**src/rtl/fetch_guard.sv**
```systemverilog
module fetch_guard #(
  parameter logic [31:0] FW_BASE    = 32'hD000_0000,
  parameter logic [31:0] FW_SIZE    = 32'h0000_0800,
  parameter logic [31:0] RAM_BASE   = 32'h4000_0000,
  parameter logic [31:0] RAM_SPAN   = 32'h4000_0000,
  parameter logic [31:0] RAM_SIZE   = 32'h0002_0000,
  parameter int          FLASH_BITS = 19
) (
  input  logic        clk,
  input  logic        rst_n,
  input  logic        reg_cs,
  input  logic        reg_we,
  input  logic [7:0]  reg_addr,
  input  logic [31:0] reg_wdata,
  output logic [31:0] reg_rdata,
  input  logic        cpu_valid,
  input  logic        cpu_fetch,
  input  logic [31:0] cpu_addr,
  input  logic [31:0] mem_rdata,
  output logic [31:0] cpu_rdata,
  input  logic        cpu_trap,
  input  logic [2:0]  led_in,
  output logic [2:0]  led_out
);
  localparam logic [7:0]  OFS_CTRL = 8'h60;
  localparam logic [7:0]  OFS_LO   = 8'h61;
  localparam logic [7:0]  OFS_HI   = 8'h62;
  localparam logic [31:0] FW_LAST  = FW_BASE + FW_SIZE - 32'd1;
  localparam logic [31:0] OOB_LO   = RAM_BASE + RAM_SIZE;
  localparam logic [31:0] OOB_HI   = RAM_BASE + RAM_SPAN - 32'd1;

  logic                  armed;
  logic [31:0]           win_lo, win_hi;
  logic                  trapped;
  logic                  flash_red;
  logic [FLASH_BITS-1:0] flash_cnt;

  wire wr = reg_cs & reg_we;

  always_ff @(posedge clk) begin
    if (!rst_n) begin
      armed  <= 1'b0;
      win_lo <= '0;
      win_hi <= '0;
    end else begin
      if (wr && reg_addr == OFS_CTRL && reg_wdata[0]) armed <= 1'b1;
      if (wr && !armed && reg_addr == OFS_LO) win_lo <= reg_wdata;
      if (wr && !armed && reg_addr == OFS_HI) win_hi <= reg_wdata;
    end
  end

  always_comb begin
    reg_rdata = '0;
    if (reg_cs && !reg_we) begin
      case (reg_addr)
        OFS_CTRL: reg_rdata = {31'd0, armed};
        OFS_LO:   reg_rdata = win_lo;
        OFS_HI:   reg_rdata = win_hi;
        default:  reg_rdata = '0;
      endcase
    end
  end

  wire in_fw   = (cpu_addr >= FW_BASE) && (cpu_addr <= FW_LAST);
  wire in_oob  = (cpu_addr >= OOB_LO) && (cpu_addr <= OOB_HI);
  wire in_win  = (cpu_addr >= win_lo) && (cpu_addr <= win_hi);
  wire blocked = cpu_valid & ((cpu_fetch & in_fw) | in_oob | (armed & cpu_fetch & in_win));

  assign cpu_rdata = blocked ? 32'd0 : mem_rdata;

  always_ff @(posedge clk) begin
    if (!rst_n) begin
      trapped   <= 1'b0;
      flash_red <= 1'b0;
      flash_cnt <= '0;
    end else if (!trapped) begin
      if (cpu_trap) begin
        trapped   <= 1'b1;
        flash_red <= 1'b1;
        flash_cnt <= '0;
      end
    end else begin
      flash_cnt <= flash_cnt + FLASH_BITS'(1);
      if (&flash_cnt) flash_red <= ~flash_red;
    end
  end

  assign led_out = trapped ? {flash_red, 2'b00} : led_in;
endmodule

```
**config.mk**
```make
export PLATFORM = sky130hd
export DESIGN_NAME = fetch_guard
export DESIGN_NICKNAME = d
export VERILOG_FILES = /design/src/rtl/fetch_guard.sv
export SDC_FILE = /design/constraint.sdc
export NUM_CORES = 1
export LEC_CHECK = 0
export BUFFER_PORTS_ARGS = -buffer_cell sky130_fd_sc_hd__buf_4
export CORE_AREA = 2 2 105 107
export DETAILED_ROUTE_END_ITERATION = 8
export DIE_AREA = 0 0 107 109
export PLACE_DENSITY = 0.84
export SYNTH_ARGS = -nofsm -noshare
export SYNTH_HDL_FRONTEND = slang
export SYNTH_SLANG_ARGS = --single-unit
```
**constraint.sdc**
```tcl
create_clock -name clk -period 4.87 [get_ports clk]
set_input_delay 0.7305 -clock clk [delete_from_list [all_inputs] [get_ports clk]]
set_output_delay 0.7305 -clock clk [all_outputs]
set_load 0.005 [all_outputs]
```
**Word-level counts from Yosys, hierarchy flattened**

Index checks and enable logic that the tools add are counted.

- Word-level logic and storage cells: 50
- Register bits after elaboration: 86
- Input port bits: 114
- Output and inout port bits: 67

- Multiplexer cells: 11
- Reductions and logical operators: 14
- Equality and inequality tests: 4
- Magnitude comparators: 6
- $add $sub $neg: 1
- Bitwise gates (word level): 8

Operators with widths:

| kind | count |
|---|---|
| $pmux W32 S3 | 1 |
| $mux W32 | 2 |
| $mux W19 | 2 |
| $ge A32 B31 Y1 const B | 1 |
| $ge A32 B32 Y1 | 1 |
| $ge A32 B32 Y1 const B | 1 |
| $le A32 B31 Y1 const B | 1 |
| $le A32 B32 Y1 | 1 |
| $le A32 B32 Y1 const B | 1 |
| $eq A8 B7 Y1 const B | 3 |
| $add A19 B1 Y19 const B | 1 |
| $reduce_and A19 Y1 | 1 |
| $logic_and A1 B1 Y1 | 9 |
| $and A1 B1 Y1 | 5 |
| $mux W1 | 5 |
| $mux W3 | 1 |
| $logic_not A1 Y1 | 2 |
| $ne A2 B1 Y1 const B | 1 |
| $or A1 B1 Y1 | 2 |
| $reduce_and A2 Y1 | 1 |
| $reduce_bool A2 Y1 | 1 |
| $not A1 Y1 | 1 |

**Depth between registers and ports, before layout**

Gate-level depths: netlist (run 1).

- Word-level depth: 7
- Mapped depth: 9
- Gate-level depth less buffers: 8

**Least setup slack after synthesis (run 1)**

Ideal clock, no wire load.

- Path kind: input-to-output
- Start: input port cpu_addr[29]
- End: output port cpu_rdata[10]
- Required time: 4.140 ns
- Path buffers: 1
- Cell stages on the path: 8
- Setup slack: 1.670 ns
- Data arrival time: 2.470 ns
- Cells stage by stage: ha_1 nand4_1 or4_1 o22ai_1 nor4_1 o22a_1 buf_4 a21oi_1

- Word-level cells in the longest chain between the ends: 7
- Elaborated cells between the ends (all ways): 15
- Those cells by class: order compare: 6; mux: 1; bitwise: 5; reduce/logical: 3

RTL lines:

| element | RTL line | source |
|---|---|---|
| start, declared | 18 | `input logic [31:0] cpu_addr,` |
| $ge A32 B32 Y1 / $le A32 B32 Y1 (equally long branches) | 64 | `wire in_fw = (cpu_addr >= FW_BASE) && (cpu_addr <= FW_LAST);` |
| $logic_and A1 B1 Y1 | 64 |  |
| $and A1 B1 Y1 | 67 | `wire blocked = cpu_valid & ((cpu_fetch & in_fw) \| in_oob \| (armed & cpu_fetch & in_win));` |
| $or A1 B1 Y1 | 67 |  |
| $or A1 B1 Y1 * | 67 |  |
| $and A1 B1 Y1 * | 67 |  |
| $mux W32 * | 69 | `assign cpu_rdata = blocked ? 32'd0 : mem_rdata;` |
| end, declared | 20 | `output logic [31:0] cpu_rdata,` |

Every way passes the cells marked *; elsewhere a longest branch is shown, timed or not.

**Worst setup path after layout (run 1)**

- Start: input port cpu_addr[31]
- End: output port cpu_rdata[24]

The elaborated chain is that of the path after synthesis.

==> flow_summary.rst, run 1 <==
.. list-table::
   :header-rows: 1

   * - Metric
     - Value
   * - Clock transition at the registers of the reported paths
     - 0.08 ns
   * - Maxcap violations
     - 0
   * - Overall die width
     - around 110 um
   * - Run status
     - finished clean
   * - Number of post-CTS setup repair buffers
     - 0
   * - Critical Setup Path Class
     - input pin to output port
   * - Die ar.
     - approximately 12,000 um^2
   * - Antenna Violating Nets Remaining
     - 0
   * - Initial cell density of the core
     - 0.539
   * - Area of the placeable core
     - 10,600 um^2
   * - Final #Nets
     - 1,144
   * - Routed wirelength normalized by instance count
     - 15.1 um
   * - Slew at the pin closest to its max-slew limit
     - about 1.3 ns
   * - Area Growth Syn to Fin
     - 28.4%
   * - Count of synthesis-stage warnings from yosys
     - 0
   * - Via count
     - 6,050
   * - Maximum count of clock buffers along a single path
     - 2
   * - Critical Path Most Common Cell
     - sky130_fd_sc_hd__buf_4
   * - Commonest non-fill, non-tap cells in the layout
     - 193 x sky130_fd_sc_hd__nand2_1, 191 x sky130_fd_sc_hd__buf_4, 134 x sky130_fd_sc_hd__a21oi_1
   * - Remaining Overflow, GRT
     - 0
   * - Slowest CP cell
     - sky130_fd_sc_hd__or4_1
   * - Top-Level Pins
     - 181
   * - CTS H-Tree Depth
     - 3
   * - Worst vdd rail ir drop
     - approximately 0.14 mV
   * - Cts-stage hold buffer count
     - 0
   * - Worst hold slack
     - approximately 0.47 ns
   * - Post-synthesis sequential area ratio
     - 0.301
   * - Most common cell after layout, fill and taps aside
     - sky130_fd_sc_hd__nand2_1
   * - Unrepaired setup endpoints after global routing
     - no
   * - Starting DRC count in detailed routing
     - ~500
   * - Mapped Avg Cell Area
     - between 7 and 8 um^2
   * - Overall power of the completed layout
     - around 1500 uW
   * - Depth of the worst register-to-register path
     - 6
   * - Number of global-route vias before repair
     - roughly 5,500
   * - Vert. Die Dim
     - approximately 110 um
   * - Area of the multi-input gates
     - between 3000 and 4000 um^2
   * - Global-route wire length before repair
     - approximately 26,000 um
   * - Min-delay worst type
     - register to register
   * - Total routing resource utilization after global routing
     - 0.284
   * - Power density relative to cell area
     - ~200 nW/um^2
   * - Number of antenna violations at the first check in global routing
     - 1
   * - Fraction of registers with async set/reset
     - 0
   * - Clock latency reported for the late side of the worst-skew pair
     - between 0.3 and 0.4 ns
   * - Maximum number of pins on one net before global-route repair
     - 46
   * - DP Area
     - 7140 um^2
   * - Dominant synthesized flop cell
     - sky130_fd_sc_hd__dfxtp_1
   * - Fin Clk Skew
     - about 0.015 ns
   * - Post-CTS Resized
     - 0
   * - Setup violations, final
     - 0
   * - CTS buffer count
     - 9
   * - Final period utilization
     - 0.778
   * - Register area
     - 1720 um^2
   * - Worst slew slack as a fraction of its limit
     - 0.161
   * - Final Max Tran Viols
     - 0
   * - Max incr delay on CP
     - roughly 0.63 ns
   * - Critical Path Start Type
     - input pin
   * - Category of the worst setup path capture point
     - output port
   * - Detail-routed via count per cell
     - around 5.4
   * - Maximum clock frequency
     - about 260 MHz
   * - Worst EP arrival
     - 3.06 ns
   * - Final GP Congestion
     - between 0.8 and 0.9
   * - TritonCTS clock tree
     - yes
   * - #FFs+latches synth
     - between 80 and 90
   * - Worst-path fanout max
     - 32
   * - Layout cell share with drive strength beyond 1
     - 0.227
   * - Count of flip-flops with a built-in enable after synthesis
     - 0
   * - Number of different library cells in the post-synthesis netlist
     - 47
   * - Crit path setup slack, layout
     - 1.08 ns
   * - Series of cell instances along the critical path
     - buf_4 > ha_1 > nand4_1 > or4_1 > nor4_1 > o22a_1 > buf_4 > a21oi_1 > buf_4
   * - Cell count after synthesis
     - about 800
   * - Post-route cell area
     - roughly 7300 um^2
   * - Sum of negative setup slack
     - 0 ns
   * - Syn nets
     - 987
   * - Post-placement setup slack
     - around 1.1 ns
   * - Clk sinks
     - 86
   * - Leak Pwr
     - approximately 0.0029 uW
   * - Data required time at the worst endpoint
     - ~4.1 ns
   * - Number of inserted filler cells in the final layout
     - a little over 900
   * - Hold Path Depth
     - 2
   * - Number of hold violations in the final report
     - 0
   * - Detailed-route DRC error count
     - 0
   * - Root Buffer
     - sky130_fd_sc_hd__clkbuf_8
   * - Half-perimeter wire length after placement
     - ~13,000 um
   * - Port Buffers
     - 180
   * - Area of the mapped netlist
     - 5720 um^2
   * - Minimum clock period after layout
     - 3.79 ns
   * - Number of rows created at floorplan
     - 38
   * - Overall routed net length
     - 16,700 um
   * - Drt pass-1 iters
     - 5
per-layer routing:
layer / up-vias / part of all wire / global-route usage
li1: 3075 / - / -
met1: 2708 / 0.40 / 0.331
met2: 232 / 0.49 / 0.504
met3: 35 / 0.082 / 0.0580
met4: 0 / 0.030 / 0.125
met5: - / 0 / 0
kinds of logic after synthesis:
| group | count (synthesis) | synth area share |
|---|---|---|
| AO/OA/AOI/OAI | 202 | 0.205 |
| adder cells (fa/ha/maj) | 65 | 0.142 |
| buffers and inverters | 114 | 0.0796 |
| flip-flops | 86 | 0.301 |
| multiplexers | 7 | 0.0133 |
| AND/OR/NAND/NOR | 334 | 0.259 |
worst max-delay path: cells and delay by family:
| kind | cells | cell delay [ns] |
|---|---|---|
| AO/OA/AOI/OAI | 2 | 0.30 |
| AND/OR/NAND/NOR | 3 | 1.13 |
| adder cells (fa/ha/maj) | 1 | 0.30 |
| buffers and inverters | 3 | 0.58 |
Yosys cell counts, types with 2 or more instances:
cell	n	area [um^2]
sky130_fd_sc_hd__nor2_1	59	221
sky130_fd_sc_hd__nor3b_1	4	30.0
sky130_fd_sc_hd__nand2_1	193	724
sky130_fd_sc_hd__nor4_1	8	50.1
sky130_fd_sc_hd__or4_1	2	15.0
sky130_fd_sc_hd__buf_4	6	45.0
sky130_fd_sc_hd__a21o_1	4	30.0
sky130_fd_sc_hd__o21a_1	3	22.5
sky130_fd_sc_hd__nand2b_1	5	31.3
sky130_fd_sc_hd__o21ai_1	2	10.0
sky130_fd_sc_hd__mux2_2	5	56.3
sky130_fd_sc_hd__a2111oi_0	3	26.3
sky130_fd_sc_hd__nand3_1	19	95.1
sky130_fd_sc_hd__mux2i_1	2	20.0
sky130_fd_sc_hd__nand4b_1	2	17.5
sky130_fd_sc_hd__clkbuf_1	34	128
sky130_fd_sc_hd__a31oi_1	2	12.5
sky130_fd_sc_hd__inv_1	69	259
sky130_fd_sc_hd__and2_1	4	25.0
sky130_fd_sc_hd__a211oi_1	2	15.0
sky130_fd_sc_hd__or2_2	4	25.0
sky130_fd_sc_hd__buf_2	4	20.0
sky130_fd_sc_hd__a21oi_1	134	671
sky130_fd_sc_hd__or3_1	6	37.5
sky130_fd_sc_hd__o211ai_1	5	37.5
sky130_fd_sc_hd__o221ai_1	2	17.5
sky130_fd_sc_hd__nor2b_1	5	31.3
sky130_fd_sc_hd__dfxtp_1	86	1720
sky130_fd_sc_hd__nand4_1	9	56.3
sky130_fd_sc_hd__and3_1	2	12.5
sky130_fd_sc_hd__nor3_1	2	10.0
sky130_fd_sc_hd__a22oi_1	31	233
sky130_fd_sc_hd__a221o_1	2	20.0
sky130_fd_sc_hd__ha_1	65	813
sky130_fd_sc_hd__and4_1	5	43.8
sky130_fd_sc_hd__o21ai_0	7	35.0
worst paths after layout:
check                                    from  slack, ns       endpoint
worst max-delay path             cpu_addr[31]       1.08  cpu_rdata[24]
worst min-delay path                win_lo[1]       0.47      win_lo[1]
worst max register to register  flash_cnt[10]       2.91  flash_cnt[18]
worst min register to register      win_lo[1]       0.47      win_lo[1]
flip-flops by register name, summed over array words and instances, names as in the netlist:
signal / cells
win_hi: 32
armed: 1
trapped: 1
flash_red: 1
win_lo: 32
flash_cnt: 19
power by group:
group,internal (uW),switching (uW),leakage (uW)
clock,251,266,0.0000955
sequential,705,3.66,0.000693
combinational,128,113,0.00209
cell type report:
cell class,instances,share of cell area
multi-input cells,608,0.483
diodes,1,0.000341
clock inverters,5,0.00801
repair buffers,191,0.195
flip-flops and latches,86,0.234
inverters,69,0.0353
clock buffers,11,0.0193
well taps,140,0.0239
through the flow:
stage | utilization | cells
6_report | 0.692 | 1111
5_1_grt | 0.692 | 1111
4_1_cts | 0.692 | 1110
3_5_place_dp | 0.673 | 1094
3_3_place_gp | 0.673 | 1094
2_1_floorplan | - | 808
(Power assumes the default switching activity.)
==> inputs of run 2 (changes only) <==
CORE_AREA = 2 2 114 116   (was 2 2 105 107)
DIE_AREA = 0 0 116 118   (was 0 0 107 109)
PLACE_DENSITY = 0.76   (was 0.84)
clock period = 3.2 ns   (was 4.87 ns; I/O delays follow)
==> run 2 against run 1 <==
  * The flow now finishes with violations (negative setup slack)
  * First-iteration DRC count decreased by 24%
  * Utilization decreased by 4.8 points
  * Flip-flop and latch count unchanged
  * Routed wire length increased by 10%
  * Clock skew decreased by 0.0030 ns
  * Highest routed layer unchanged
==> flow_summary.rst, run 2 (synthesized netlist as in run 1, its figures left out) <==
.. list-table::
   :header-rows: 1

   * - Metric
     - Value
   * - Post-placement setup slack
     - -0.0355 ns (-1.15 ns)
   * - Ant. Diodes
     - 0 (-1)
   * - Remaining Overflow, GRT
     - 0 (unchanged)
   * - Initial cell density of the core
     - 0.461 (-0.0787)
   * - Area of the placeable core
     - 12,400 um^2 (+17%)
   * - Vert. Die Dim
     - 118 um (+8.3%)
   * - Starting DRC count in detailed routing
     - 380 (-24%)
   * - Cell total after placement
     - 1,133 (+3.6%)
   * - Global-route wire length before repair
     - 27,200 um (+3.8%)
   * - Worst EP arrival
     - 2.75 ns (-0.31 ns)
   * - Min-delay worst type
     - input pin to register
   * - Root Buffer
     - sky130_fd_sc_hd__clkbuf_16
   * - Top-Level Pins
     - 181 (unchanged)
   * - Failing checks
     - negative setup slack
   * - Via count
     - 6,294 (+4.0%)
   * - Number of hold violations in the final report
     - 0 (unchanged)
   * - Maximum count of clock buffers along a single path
     - 2 (unchanged)
   * - Worst-path fanout max
     - 16 (-50%)
   * - Die ar.
     - 13,700 um^2 (+17%)
   * - Number of antenna violations at the first check in global routing
     - 0 (-1)
   * - Slew at the pin closest to its max-slew limit
     - 0.654 ns (-0.602 ns)
   * - Category of the worst setup path capture point
     - output port
   * - Drt pass-1 iters
     - 6 (+1)
   * - Number of global-route vias before repair
     - 5,691 (+3.4%)
   * - Area Growth Syn to Fin
     - 39.8%
   * - Half-perimeter wire length after placement
     - 13,100 um (+3.8%)
   * - Power density relative to cell area
     - 328 nW/um^2 (+64%)
   * - Antenna Violating Nets Remaining
     - 0 (unchanged)
   * - Maximum clock frequency
     - slightly above 300 MHz
   * - Largest registers in the final layout
     - win_hi: 32 flops, win_lo: 32 flops, flash_cnt: 19 flops
   * - Port Buffers
     - 180 (unchanged)
   * - Critical Path Start Type
     - register
   * - Detailed-route DRC error count
     - 0 (unchanged)
   * - Layout cell share with drive strength beyond 1
     - 0.294 (+0.0673)
   * - Overall routed net length
     - 18,500 um (+10%)
   * - Critical Setup Path Class
     - register to output port
   * - Unrepaired setup endpoints after global routing
     - yes
   * - Reg2reg setup slack
     - 1.16 ns (-1.75 ns)
   * - Data required time at the worst endpoint
     - 2.72 ns (-1.42 ns)
   * - Run status
     - finished with violations
   * - Routed wirelength normalized by instance count
     - 16.0 um (+6.0%)
   * - Worst slew slack as a fraction of its limit
     - 0.563 (+0.403)
   * - Final Max Tran Viols
     - 0 (unchanged)
   * - TritonCTS clock tree
     - yes
   * - Number of rows created at floorplan
     - 41 (+7.9%)
   * - Maxcap violations
     - 0 (unchanged)
   * - Clk sinks
     - 86 (unchanged)
   * - Detail-routed via count per cell
     - 5.44 (-0.19%)
   * - Post-route non-filler standard cell count
     - 1,158 (+4.2%)
   * - Maximum number of pins on one net before global-route repair
     - 37 (-20%)
   * - Setup violations, final
     - 16 (+16)
   * - Most common cell after layout, fill and taps aside
     - sky130_fd_sc_hd__buf_4
   * - Leak Pwr
     - 0.00308 uW (+7.0%)
   * - Fin Clk Skew
     - 0.0121 ns (-0.00297 ns)
   * - CTS buffer count
     - 9 (unchanged)
   * - Final period utilization
     - 1.01
   * - Final GP Congestion
     - 0.860 (-2.2%)
   * - Total routing resource utilization after global routing
     - 0.248 (-0.0356)
   * - Crit path setup slack, layout
     - -0.0315 ns (-1.11 ns)
   * - Clock latency reported for the late side of the worst-skew pair
     - 0.34 ns (-0.03 ns)
   * - Clock transition at the registers of the reported paths
     - 0.07 ns (about the same)
   * - Final #Nets
     - 1,160 (+1.4%)
   * - Overall die width
     - 116 um (+8.4%)
   * - Commonest non-fill, non-tap cells in the layout
     - 197 x sky130_fd_sc_hd__buf_4, 193 x sky130_fd_sc_hd__nand2_1, 129 x sky130_fd_sc_hd__a21oi_1
   * - Minimum clock period after layout
     - 3.23 ns
   * - Worst vdd rail ir drop
     - 0.238 mV (+72%)
   * - CTS H-Tree Depth
     - 3 (unchanged)
[run 2: changes by cell type in the layout (fill, tap and decap cells not counted), moves of 5 or more]
cell                        previous run  this run
sky130_fd_sc_hd__dfxtp_2               0        24
sky130_fd_sc_hd__a21oi_2               0         5
sky130_fd_sc_hd__buf_4               191       197
sky130_fd_sc_hd__clkbuf_16             0        13
sky130_fd_sc_hd__ha_1                 65        54
sky130_fd_sc_hd__inv_2                 1         6
sky130_fd_sc_hd__clkbuf_8             10         0
sky130_fd_sc_hd__a21oi_1             134       129
sky130_fd_sc_hd__buf_12                0         5
sky130_fd_sc_hd__ha_4                  0        11
sky130_fd_sc_hd__inv_1                68        63
sky130_fd_sc_hd__dfxtp_1              86        62
[run 2: metal layers]
metal,global-route usage,vias to the layer above,part of all wire
li1,-,3108,-
met1,0.298,2906,0.39
met2,0.441,235,0.49
met3,0.0340,45,0.076
met4,0.0952,0,0.037
met5,0,-,0
[run 2: area by class of cell]
class	instances	area, um^2
clock buffers	11	233
clock inverters	5	83.8
fillers	1157	4420
inverters	69	259
multi-input cells	608	3760
flip-flops and latches	86	1750
well taps	172	215
repair buffers	207	1690
[run 2: repair_timing]
| action | in CTS | in global routing |
|---|---|---|
| resized for setup | 3 | 55 |
| setup endpoints to repair | 32 | 32 |
| hold buffers | 0 | 0 |
| setup buffers | 0 | 4 |
| pin swaps | 1 | 15 |
| gates cloned | 0 | 5 |
[run 2: worst paths after layout]
check / cells after the start / endpoint / startpoint
hold / removal: 2 / flash_cnt[6] / rst_n
setup reg to reg: 6 / flash_cnt[18] / flash_cnt[9]
setup / recovery: 9 / cpu_rdata[31] / win_hi[9]
hold reg to reg: 2 / win_hi[3] / win_hi[3]
[run 2: worst max-delay path, cell delays in order, from the launching register on]
cell                        delay [ns]
sky130_fd_sc_hd__dfxtp_2          0.35
sky130_fd_sc_hd__inv_2            0.05
sky130_fd_sc_hd__ha_4             0.26
sky130_fd_sc_hd__nand4_1          0.17
sky130_fd_sc_hd__or4_4            0.58
sky130_fd_sc_hd__nor4_2           0.29
sky130_fd_sc_hd__o22a_2           0.29
sky130_fd_sc_hd__clkbuf_16        0.20
sky130_fd_sc_hd__a21oi_1          0.08
sky130_fd_sc_hd__buf_4            0.14
[run 2: stage by stage]
stage	util	power (uW)	cell area, um^2	setup TNS [ns]	hold WS [ns]
detailed placement	0.588	1470	7290	-0.859	0.460
finish	0.644	2620	8000	-0.146	0.366
CTS	0.614	2600	7620	0	0.359
floorplan	-	1250	5720	0	0.449
global placement	0.588	1470	7290	-0.233	0.458
global route	0.644	2720	8000	-2.20	0.375
[run 2: where the power goes]
part	switching, uW	internal (uW)
registers	5.80	1070
clock network	446	687
logic	191	217
